$ cat config.mk
export PLATFORM = sky130hd
export DESIGN_NAME = multi_timer
export DESIGN_NICKNAME = d
export VERILOG_FILES = /design/src/rtl/multi_timer_pkg.sv /design/src/rtl/timer_tick_gen.sv /design/src/rtl/timer_channel.sv /design/src/rtl/multi_timer.sv
export SDC_FILE = /design/constraint.sdc
export NUM_CORES = 2
export LEC_CHECK = 0
export BUFFER_PORTS_ARGS = -buffer_cell sky130_fd_sc_hd__buf_2
export CAP_MARGIN = 20
export CELL_PAD_IN_SITES_DETAIL_PLACEMENT = 1
export CELL_PAD_IN_SITES_GLOBAL_PLACEMENT = 2
export CORE_MARGIN = 1
export CORE_UTILIZATION = 40
export CTS_CLUSTER_DIAMETER = 200
export DETAILED_ROUTE_END_ITERATION = 8
export GPL_TIMING_DRIVEN = 0
export PLACE_DENSITY = 0.91
export SLEW_MARGIN = 20
export SYNTH_ARGS = -nofsm -noshare
export SYNTH_HDL_FRONTEND = slang
export SYNTH_SLANG_ARGS = --single-unit
export TNS_END_PERCENT = 20
$ cat constraint.sdc
create_clock -name clk -period 6 [get_ports clk]
set_input_delay 0.3 -clock clk [delete_from_list [all_inputs] [get_ports clk]]
set_output_delay 0.3 -clock clk [all_outputs]
set_load 0.02 [all_outputs]
$ cat src/rtl/multi_timer_pkg.sv
// Shared constants and types for the multi-channel timer.
// Assumes byte addressing with 16-byte channel slots; slot 0 holds the global registers.
package multi_timer_pkg;

    typedef enum logic [1:0] {
        MODE_ONCE   = 2'd0,
        MODE_REPEAT = 2'd1,
        MODE_FREE_B = 2'd2,
        MODE_FREE   = 2'd3
    } run_mode_e;

    // control register fields
    localparam int CTRL_RUN_BIT  = 0;
    localparam int CTRL_CLR_BIT  = 1;
    localparam int CTRL_MODE_LSB = 4;

    // tick-select register fields
    localparam int SEL_DIV_BIT = 0;
    localparam int SEL_SRC_BIT = 4;

    // offsets within a 16-byte slot
    localparam logic [3:0] OFF_IEN  = 4'h0;
    localparam logic [3:0] OFF_ACK  = 4'h8;
    localparam logic [3:0] OFF_CTRL = 4'h0;
    localparam logic [3:0] OFF_SEL  = 4'h4;
    localparam logic [3:0] OFF_CNT  = 4'h8;
    localparam logic [3:0] OFF_CMP  = 4'hC;

endpackage

$ cat src/rtl/timer_tick_gen.sv
// Per-channel tick qualifier: selects the fast or slow strobe and optionally
// passes only every second strobe. Assumes both strobes are single-cycle
// pulses synchronous to clk. The halving phase restarts on a clear request.
module timer_tick_gen (
    input  logic clk,
    input  logic rst_n,
    input  logic fast_tick_i,
    input  logic slow_tick_i,
    input  logic src_slow_i,
    input  logic div2_i,
    input  logic run_i,
    input  logic restart_i,
    output logic tick_o
);

    logic strobe;
    logic phase_q;

    // pick the configured strobe source
    assign strobe = src_slow_i ? slow_tick_i : fast_tick_i;

    // halving phase: toggles on each strobe seen while running
    always_ff @(posedge clk) begin
        if (!rst_n) begin
            phase_q <= 1'b0;
        end else if (restart_i) begin
            phase_q <= 1'b0;
        end else if (run_i && strobe) begin
            phase_q <= ~phase_q;
        end
    end

    // qualified tick: every strobe, or every second one when halving
    assign tick_o = strobe && (!div2_i || phase_q);

endmodule

$ cat src/rtl/timer_channel.sv
// One timer channel: control and tick-select state, a compare register and an
// up-counter with one-shot, repeat and free-run behaviour. A control write
// has priority over a tick in the same cycle. match_o pulses for one cycle.
module timer_channel
    import multi_timer_pkg::*;
#(
    parameter int CNT_W  = 32,
    parameter int DATA_W = 32
) (
    input  logic              clk,
    input  logic              rst_n,
    input  logic              fast_tick_i,
    input  logic              slow_tick_i,
    input  logic              ctrl_we_i,
    input  logic              sel_we_i,
    input  logic              cmp_we_i,
    input  logic              run_wr_i,
    input  logic              clr_wr_i,
    input  logic [1:0]        mode_wr_i,
    input  logic              src_wr_i,
    input  logic              div_wr_i,
    input  logic [CNT_W-1:0]  cmp_wr_i,
    output logic [DATA_W-1:0] ctrl_rd_o,
    output logic [DATA_W-1:0] sel_rd_o,
    output logic [DATA_W-1:0] cnt_rd_o,
    output logic [DATA_W-1:0] cmp_rd_o,
    output logic              match_o
);

    logic             run_q;
    run_mode_e        mode_q;
    logic             src_q;
    logic             div2_q;
    logic [CNT_W-1:0] cnt_q;
    logic [CNT_W-1:0] cmp_q;
    logic [CNT_W-1:0] cnt_inc;
    logic             restart;
    logic             tick;
    logic             step;
    logic             hit;

    assign restart = ctrl_we_i && clr_wr_i;

    timer_tick_gen i_tick (
        .clk        (clk),
        .rst_n      (rst_n),
        .fast_tick_i(fast_tick_i),
        .slow_tick_i(slow_tick_i),
        .src_slow_i (src_q),
        .div2_i     (div2_q),
        .run_i      (run_q && !ctrl_we_i),
        .restart_i  (restart),
        .tick_o     (tick)
    );

    assign cnt_inc = cnt_q + 1'b1;
    assign step    = run_q && tick && !ctrl_we_i;
    assign hit     = step && (cnt_inc == cmp_q);
    assign match_o = hit;

    // run bit and mode: written by software, run dropped by a one-shot match
    always_ff @(posedge clk) begin
        if (!rst_n) begin
            run_q  <= 1'b0;
            mode_q <= MODE_ONCE;
        end else if (ctrl_we_i) begin
            run_q  <= run_wr_i;
            mode_q <= run_mode_e'(mode_wr_i);
        end else if (hit && mode_q == MODE_ONCE) begin
            run_q  <= 1'b0;
        end
    end

    // tick source and divider selection
    always_ff @(posedge clk) begin
        if (!rst_n) begin
            src_q  <= 1'b0;
            div2_q <= 1'b0;
        end else if (sel_we_i) begin
            src_q  <= src_wr_i;
            div2_q <= div_wr_i;
        end
    end

    // compare value
    always_ff @(posedge clk) begin
        if (!rst_n) begin
            cmp_q <= '0;
        end else if (cmp_we_i) begin
            cmp_q <= cmp_wr_i;
        end
    end

    // counter: clear, count, or restart on a repeat-mode match
    always_ff @(posedge clk) begin
        if (!rst_n) begin
            cnt_q <= '0;
        end else if (restart) begin
            cnt_q <= '0;
        end else if (step) begin
            cnt_q <= (hit && mode_q == MODE_REPEAT) ? '0 : cnt_inc;
        end
    end

    // read-back images, unused bits zero
    always_comb begin
        ctrl_rd_o                        = '0;
        ctrl_rd_o[CTRL_RUN_BIT]          = run_q;
        ctrl_rd_o[CTRL_MODE_LSB +: 2]    = mode_q;
        sel_rd_o                         = '0;
        sel_rd_o[SEL_DIV_BIT]            = div2_q;
        sel_rd_o[SEL_SRC_BIT]            = src_q;
        cnt_rd_o                         = DATA_W'(cnt_q);
        cmp_rd_o                         = DATA_W'(cmp_q);
    end

endmodule

$ cat src/rtl/multi_timer.sv
// Multi-channel timer top: address decode, global interrupt enable mask,
// pending flags with write-one-to-acknowledge, read mux and interrupt OR.
// Assumes NUM_CH+1 slots fit in the address range, NUM_CH <= DATA_W and
// CNT_W <= DATA_W. Read data is combinational from addr_i.
module multi_timer
    import multi_timer_pkg::*;
#(
    parameter int NUM_CH = 6,
    parameter int CNT_W  = 32,
    parameter int ADDR_W = 8,
    parameter int DATA_W = 32
) (
    input  logic              clk,
    input  logic              rst_n,
    input  logic              fast_tick_i,
    input  logic              slow_tick_i,
    input  logic [ADDR_W-1:0] addr_i,
    input  logic              wr_en_i,
    input  logic [DATA_W-1:0] wdata_i,
    output logic [DATA_W-1:0] rdata_o,
    output logic              irq_o
);

    localparam int SLOT_W = ADDR_W - 4;

    logic [SLOT_W-1:0] slot;
    logic [3:0]        off;
    logic              glob_sel;
    logic [NUM_CH-1:0] ien_q;
    logic [NUM_CH-1:0] pend_q;
    logic [NUM_CH-1:0] hit;
    logic [NUM_CH-1:0] ack_mask;
    logic [DATA_W-1:0] ctrl_rd [NUM_CH];
    logic [DATA_W-1:0] sel_rd  [NUM_CH];
    logic [DATA_W-1:0] cnt_rd  [NUM_CH];
    logic [DATA_W-1:0] cmp_rd  [NUM_CH];

    assign slot     = addr_i[ADDR_W-1:4];
    assign off      = addr_i[3:0];
    assign glob_sel = (slot == '0);

    for (genvar g = 0; g < NUM_CH; g++) begin : g_ch
        logic here;
        assign here = wr_en_i && (slot == SLOT_W'(g + 1));

        timer_channel #(
            .CNT_W (CNT_W),
            .DATA_W(DATA_W)
        ) i_ch (
            .clk        (clk),
            .rst_n      (rst_n),
            .fast_tick_i(fast_tick_i),
            .slow_tick_i(slow_tick_i),
            .ctrl_we_i  (here && off == OFF_CTRL),
            .sel_we_i   (here && off == OFF_SEL),
            .cmp_we_i   (here && off == OFF_CMP),
            .run_wr_i   (wdata_i[CTRL_RUN_BIT]),
            .clr_wr_i   (wdata_i[CTRL_CLR_BIT]),
            .mode_wr_i  (wdata_i[CTRL_MODE_LSB +: 2]),
            .src_wr_i   (wdata_i[SEL_SRC_BIT]),
            .div_wr_i   (wdata_i[SEL_DIV_BIT]),
            .cmp_wr_i   (wdata_i[CNT_W-1:0]),
            .ctrl_rd_o  (ctrl_rd[g]),
            .sel_rd_o   (sel_rd[g]),
            .cnt_rd_o   (cnt_rd[g]),
            .cmp_rd_o   (cmp_rd[g]),
            .match_o    (hit[g])
        );
    end

    assign ack_mask = (wr_en_i && glob_sel && off == OFF_ACK) ? wdata_i[NUM_CH-1:0] : '0;

    // global interrupt enable mask
    always_ff @(posedge clk) begin
        if (!rst_n) begin
            ien_q <= '0;
        end else if (wr_en_i && glob_sel && off == OFF_IEN) begin
            ien_q <= wdata_i[NUM_CH-1:0];
        end
    end

    // pending flags: a match sets, an acknowledge one clears, set wins
    always_ff @(posedge clk) begin
        if (!rst_n) begin
            pend_q <= '0;
        end else begin
            pend_q <= (pend_q & ~ack_mask) | hit;
        end
    end

    assign irq_o = |(pend_q & ien_q);

    // read mux over global and channel slots
    always_comb begin
        rdata_o = '0;
        if (glob_sel) begin
            if (off == OFF_IEN) rdata_o[NUM_CH-1:0] = ien_q;
            if (off == OFF_ACK) rdata_o[NUM_CH-1:0] = pend_q;
        end
        for (int k = 0; k < NUM_CH; k++) begin
            if (slot == SLOT_W'(k + 1)) begin
                case (off)
                    OFF_CTRL: rdata_o = ctrl_rd[k];
                    OFF_SEL:  rdata_o = sel_rd[k];
                    OFF_CNT:  rdata_o = cnt_rd[k];
                    OFF_CMP:  rdata_o = cmp_rd[k];
                    default:  ;
                endcase
            end
        end
    end

endmodule

Word-level counts from Yosys, hierarchy flattened
Index checks and enable logic that the tools add are counted.
{"block": "word_totals", "output_inout_bits": 33, "register_bits": 432, "word_cells": 242, "input_bits": 45}
{"block": "classes", "reduce_logical": 120, "bitwise_logic": 11, "addsub": 6, "n_mux": 40, "n_eq_ne": 21}
{"op": "$pmux W32 S4", "count": 6}
{"op": "$mux W32", "count": 12}
{"op": "$add A32 B1 Y32 const B", "count": 6}
{"op": "$eq A32 B32 Y1", "count": 6}
{"op": "$logic_and A1 B1 Y1", "count": 81}
{"op": "$mux W6", "count": 4}
{"op": "$mux W1", "count": 18}
{"op": "$eq A4 B3 Y1 const B", "count": 4}
{"op": "$and A6 B6 Y6", "count": 2}
{"op": "$eq A2 B1 Y1 const B", "count": 6}
{"op": "$logic_not A1 Y1", "count": 12}
{"op": "$logic_not A2 Y1", "count": 6}
{"op": "$reduce_bool A2 Y1", "count": 6}
{"op": "$reduce_or A2 Y1", "count": 6}
{"op": "$eq A4 B2 Y1 const B", "count": 2}
{"op": "$eq A4 B4 Y1 const B", "count": 2}
{"op": "$logic_not A4 Y1", "count": 2}
{"op": "$not A1 Y1", "count": 7}
{"op": "$logic_or A1 B1 Y1", "count": 6}
{"op": "$not A6 Y6", "count": 1}
{"op": "$or A6 B6 Y6", "count": 1}
{"op": "$reduce_or A6 Y1", "count": 1}
{"op": "$eq A4 B1 Y1 const B", "count": 1}

Logic depth before layout (Yosys ltp)
{"block": "logic_depth", "ltp_word": 16, "mapped_depth": 15}

Cells and area by module
From an unflattened synthesis, not the netlist that was laid out.
{"block": "unflattened", "cells_unflattened": 4206, "area_unflattened_um2": 35400.2}
{"module": "timer_channel", "seq_area_each_um2": 1381.3, "area_per_inst_um2": 4619.4, "n_inst": 6, "cells_each": 556}
{"module": "multi_timer", "seq_area_each_um2": 240.2, "area_per_inst_um2": 7293.2, "n_inst": 1, "cells_each": 816}
{"module": "timer_tick_gen", "seq_area_each_um2": 20.0, "area_per_inst_um2": 65.1, "n_inst": 6, "cells_each": 9}

Worst setup path after synthesis
Ideal clock, no wire load.
{"block": "synth_timing", "kind": "register -> register", "startpoint": "register g_ch[3].i_ch.cnt_q[1]", "endpoint": "register g_ch[3].i_ch.cnt_q[24]", "required_ns": 5.884, "n_path_buf": 1, "synth_period_minus_slack_ns": 3.718, "stages_incl_launch_ff": 12, "slack_ns": 2.282, "t_arrival_ns": 3.603, "setup_time_ns": 0.116, "path_cell_list": "dfxtp_1 > ha_1 > nand3_1 > or3_1 > or4_1 > xnor2_1 > or4_1 > or3_1 > nor4b_4 > nor2_2 > buf_2 > a31o_1"}
{"block": "synth_via", "elab_chain_cells": 5}
{"item": "from (decl)", "line": "timer_channel.sv:34", "source": "logic [CNT_W-1:0] cnt_q;"}
{"item": "from (signal assigned)", "line": "timer_channel.sv:101", "source": "cnt_q <= (hit && mode_q == MODE_REPEAT) ? '0 : cnt_inc;"}
{"item": "$add A32 B1 Y32 (*)", "line": "timer_channel.sv:56", "source": "assign cnt_inc = cnt_q + 1'b1;"}
{"item": "$eq A32 B32 Y1", "line": "timer_channel.sv:58", "source": "assign hit = step && (cnt_inc == cmp_q);"}
{"item": "$logic_and A1 B1 Y1", "line": "timer_channel.sv:58"}
{"item": "$logic_and A1 B1 Y1", "line": "timer_channel.sv:101"}
{"item": "$mux W32 (*)", "line": "timer_channel.sv:101"}
Every way passes the cells marked *; elsewhere a longest branch is shown, timed or not.
A chain may end at the register's enable or synchronous reset.

Worst setup path after layout
{"block": "layout_timing", "startpoint": "input port addr_i[1]", "endpoint": "output port rdata_o[0]"}
{"block": "layout_via", "elab_chain_cells": 16}
{"item": "from (decl)", "line": "multi_timer.sv:17", "source": "input logic [ADDR_W-1:0] addr_i,"}
{"item": "$logic_not A4 Y1", "line": "multi_timer.sv:97, multi_timer.sv:102"}
{"item": "$mux W6", "line": "multi_timer.sv:97", "source": "if (off == OFF_IEN) rdata_o[NUM_CH-1:0] = ien_q;"}
{"item": "$mux W6", "line": "multi_timer.sv:98", "source": "if (off == OFF_ACK) rdata_o[NUM_CH-1:0] = pend_q;"}
{"item": "$mux W6", "line": "multi_timer.sv:96", "source": "if (glob_sel) begin"}
{"item": "$pmux W32 S4", "line": "multi_timer.sv:102", "source": "case (off)"}
{"item": "$mux W32", "line": "multi_timer.sv:101", "source": "if (slot == SLOT_W'(k + 1)) begin"}
{"item": "$pmux W32 S4", "line": "multi_timer.sv:102"}
{"item": "$mux W32", "line": "multi_timer.sv:101"}
{"item": "$pmux W32 S4", "line": "multi_timer.sv:102"}
{"item": "$mux W32", "line": "multi_timer.sv:101"}
{"item": "$pmux W32 S4", "line": "multi_timer.sv:102"}
{"item": "$mux W32", "line": "multi_timer.sv:101"}
{"item": "$pmux W32 S4", "line": "multi_timer.sv:102"}
{"item": "$mux W32", "line": "multi_timer.sv:101"}
{"item": "$pmux W32 S4", "line": "multi_timer.sv:102"}
{"item": "$mux W32 (*)", "line": "multi_timer.sv:101"}
{"item": "to (decl)", "line": "multi_timer.sv:20", "source": "output logic [DATA_W-1:0] rdata_o,"}
Marks and branches as above.

==> run metrics <==
status finished clean; crit path to rdata_o[0]; Post-DP HPWL 102000 um; clk_lat worst skew 0.63 ns; most frequent CP cell clkbuf_1; Max-slew headroom 15.6%; Synth Register Bits 432; met3 global-route usage 8.65%; synthesis-to-finish area growth 12.2%; CTS Buf Count 55; CP bufs+invs 5; Setup TNS 0 ns; yosys warns 0; DR DRC count 0; via count 31367; top-area cell type share of the netlist area 30.8%; overall routing resource usage 37.3%; met1 usage 50.5%; final design utilization 45.7%; Core ar. 69100 sq um; Largest stage delay, worst path 0.98 ns; top_reg_cell synth dfxtp_1; initial antenna violation count 9; RD Place Congestion 1.04; CP Max Fanout 10; Crit Reg-Reg Endpoint g_ch[1].i_ch.cnt_rd_o[27]$_SDFFE_PP0P_; DRT Wirelength 136000 um; initial core utilization 40.7%; Mapped Area 28100 sq um; final max-slew violation count 0; CTS tree yes; total of max-cap violations 0; GR met2 Demand/Resource 55.8%; Critical Path End Type output port; Leakage 0.0103 uW; Worst Reg2Reg Path Length in Cells 13; Final Cycle Share 91.2%; hold crit path type in2reg; Horiz. Die Dim 267 um; number of enable flip-flop cells after synthesis 0; Final Skew 0.0231 ns; R2R Setup Slk 0.90 ns; Slowest cell on crit path clkbuf_1; post-synthesis async set-or-reset flop share 0%; pwr/cell area 217 nW/um^2; total gr overflow 0; Syn Inst Count 3853; mean post-synth cell area 7.30 sq um; WS Path Type in2out; vias in the first global route 29730; Critical Path Stages 10; CTS Hold Bufs 0; Die ar. 71400 sq um; Post-CTS Setup Bufs 0; vias per cell 6.32; Critical Path Start addr_i[1]; largest cells by area after synthesis dfxtp_1 31%, nand2_1 9.3%, xnor2_1 6.8%, a22oi_1 5.8%, a21oi_1 5.3%; H-tree depth 2; share of layout cells above drive strength 1 6.73%; RSZ-0062 raised after global routing false; largest net degree at the start of global routing 15; Die H 267 um; Worst-path clk slew 0.06 ns; Final ANT Viol Nets 0; most frequent cells after synthesis 697 x nand2_1, 432 x dfxtp_1, 300 x clkbuf_1; most frequent cell after synthesis nand2_1; post-place setup slack 1.00 ns; critical path arrival 5.17 ns; I/O Pins 78; CP cell instances buf_2, nor2_1, nand2_1, nor2_1, clkbuf_1, clkbuf_1, clkbuf_1, a22oi_1, a31oi_1, buf_2; port bufs 71; CTS max path bufs 3; Mapped Nets 3904; Distinct cells, synth 89; Final Hold Viols 0; critical path launch point type input pin; Pwr Total 6850 uW; CTS resizes 0; # setup viols final 0; CTS root buf clkbuf_16; Reg-to-Reg Start g_ch[1].i_ch.cnt_rd_o[1]$_SDFFE_PP0P_; VDD IR max 238 uV; critical path data required time 5.70 ns; first-pass GRT wire length 199000 um; final worst slack 0.526 ns; drt pass-1 iters 8; post-synthesis sequential area ratio 30.8%; Worst-Margin Slew 1.27 ns; grt peak-use layer met2; Max Fclk 0.183 GHz; initial drt markers 3512; Tmin final 5.47 ns; Core Rows 96; hold_ws 0.0911 ns; Crit path max-delay family buffers and inverters; Final nets 4033; CTS Sinks 432; Synth area leader dfxtp_1; WL per Instance 27.4 um
## cell type report
type	count	area, sq um
Timing Repair Buffer	72	365
Clock buffer	83	1600
Buffer	358	1440
Sequential cell	432	8650
Tap cell	931	1160
Antenna cell	2	5.00
Multi-Input combinational cell	3009	17900
Inverter	54	203
Clock inverter	21	248
Fill cell	8799	37500
## report_power, final
part	leakage (uW)	internal, uW	switching [uW]
clock	0.000914	2050	1450
sequential	0.00348	2890	16.9
combinational	0.00595	100	342
## worst register-to-register path, delay by kind of cell (launching register included)
family | cells | cell delay, ns
buffers and inverters | 3 | 1.18
adders and majority gates | 1 | 0.21
AOI/OAI and AO/OA | 2 | 0.22
DFF | 1 | 0.50
and+or+nand+nor | 7 | 2.88
## layout by cell type, fill, tap and decap left out, types with 11 or more instances in the layout
| cell | n |
|---|---|
| xnor2_1 | 219 |
| nand2_1 | 697 |
| and2_1 | 36 |
| clkbuf_1 | 316 |
| and3_1 | 92 |
| o22ai_1 | 93 |
| or3_1 | 55 |
| nor3_1 | 111 |
| a21oi_1 | 295 |
| a21o_1 | 17 |
| nand4_1 | 84 |
| nor4_1 | 68 |
| buf_1 | 11 |
| or4_1 | 19 |
| xor2_1 | 107 |
| nand3b_1 | 15 |
| nor2_1 | 223 |
| nand3_1 | 137 |
| a31oi_1 | 33 |
| buf_2 | 104 |
| clkbuf_16 | 55 |
| a22oi_1 | 219 |
| mux2_2 | 13 |
| a211oi_1 | 13 |
| inv_1 | 53 |
| mux2i_1 | 23 |
| and4_1 | 27 |
| a22o_1 | 27 |
| o21ai_0 | 105 |
| o31ai_1 | 37 |
| dfxtp_1 | 432 |
| nor2b_1 | 19 |
| nor3b_1 | 14 |
| clkinv_2 | 11 |
| clkbuf_8 | 12 |
| nand2b_1 | 13 |
## sequential cells by signal, indices dropped and copies added, names as in the netlist
name / flops
g_ch.i_ch.cmp_rd_o: 192
g_ch.i_ch.cnt_rd_o: 192
g_ch.i_ch.div2_q: 6
g_ch.i_ch.i_tick.phase_q: 6
g_ch.i_ch.mode_q: 12
g_ch.i_ch.run_q: 6
g_ch.i_ch.src_q: 6
ien_q: 6
pend_q: 6
## worst min-delay path by stage
stage,from,cells after the start,to
after floorplan,wdata_i[10],2,g_ch[0].i_ch.cmp_rd_o[10]$_SDFFE_PN0P_
after detailed placement,pend_q[1]$_SDFF_PN0_,2,pend_q[1]$_SDFF_PN0_
after global routing,wdata_i[5],3,g_ch[1].i_ch.mode_q[1]$_SDFFE_PN0P_
final,wdata_i[5],3,g_ch[1].i_ch.mode_q[1]$_SDFFE_PN0P_
after global placement,g_ch[0].i_ch.src_q$_SDFFE_PN0P_,2,g_ch[0].i_ch.src_q$_SDFFE_PN0P_
after CTS,wdata_i[5],3,g_ch[1].i_ch.mode_q[1]$_SDFFE_PN0P_
## per-layer routing
metal  share of wire, %  up-vias
met4                5.2       16
met1                 43    15606
li1                   -    14126
met3                9.7      299
met2                 42     1320
met5               0.14        -
## through the flow
| stage | instances | cell area, sq um |
|---|---|---|
| after floorplan | 3853 | 28100 |
| after global routing | 4960 | 31500 |
| after CTS | 4960 | 31500 |
| after detailed placement | 4856 | 29700 |
| after global placement | 4855 | 29600 |
| final | 4962 | 31500 |
## kinds of logic (layout without fill, tap and decap cells)
logic type	count (synthesis)	after routing	synth area share, %
adders and majority gates	6	6	0.267
AOI/OAI and AO/OA	971	971	22.5
other	0	2	0
and+or+nand+nor	1670	1670	29.1
buffers and inverters	412	588	5.83
muxes	36	36	1.34
DFF	432	432	30.8
xor gates and xnor gates	326	326	10.2
Note: power is estimated with default switching activity, not from simulation.
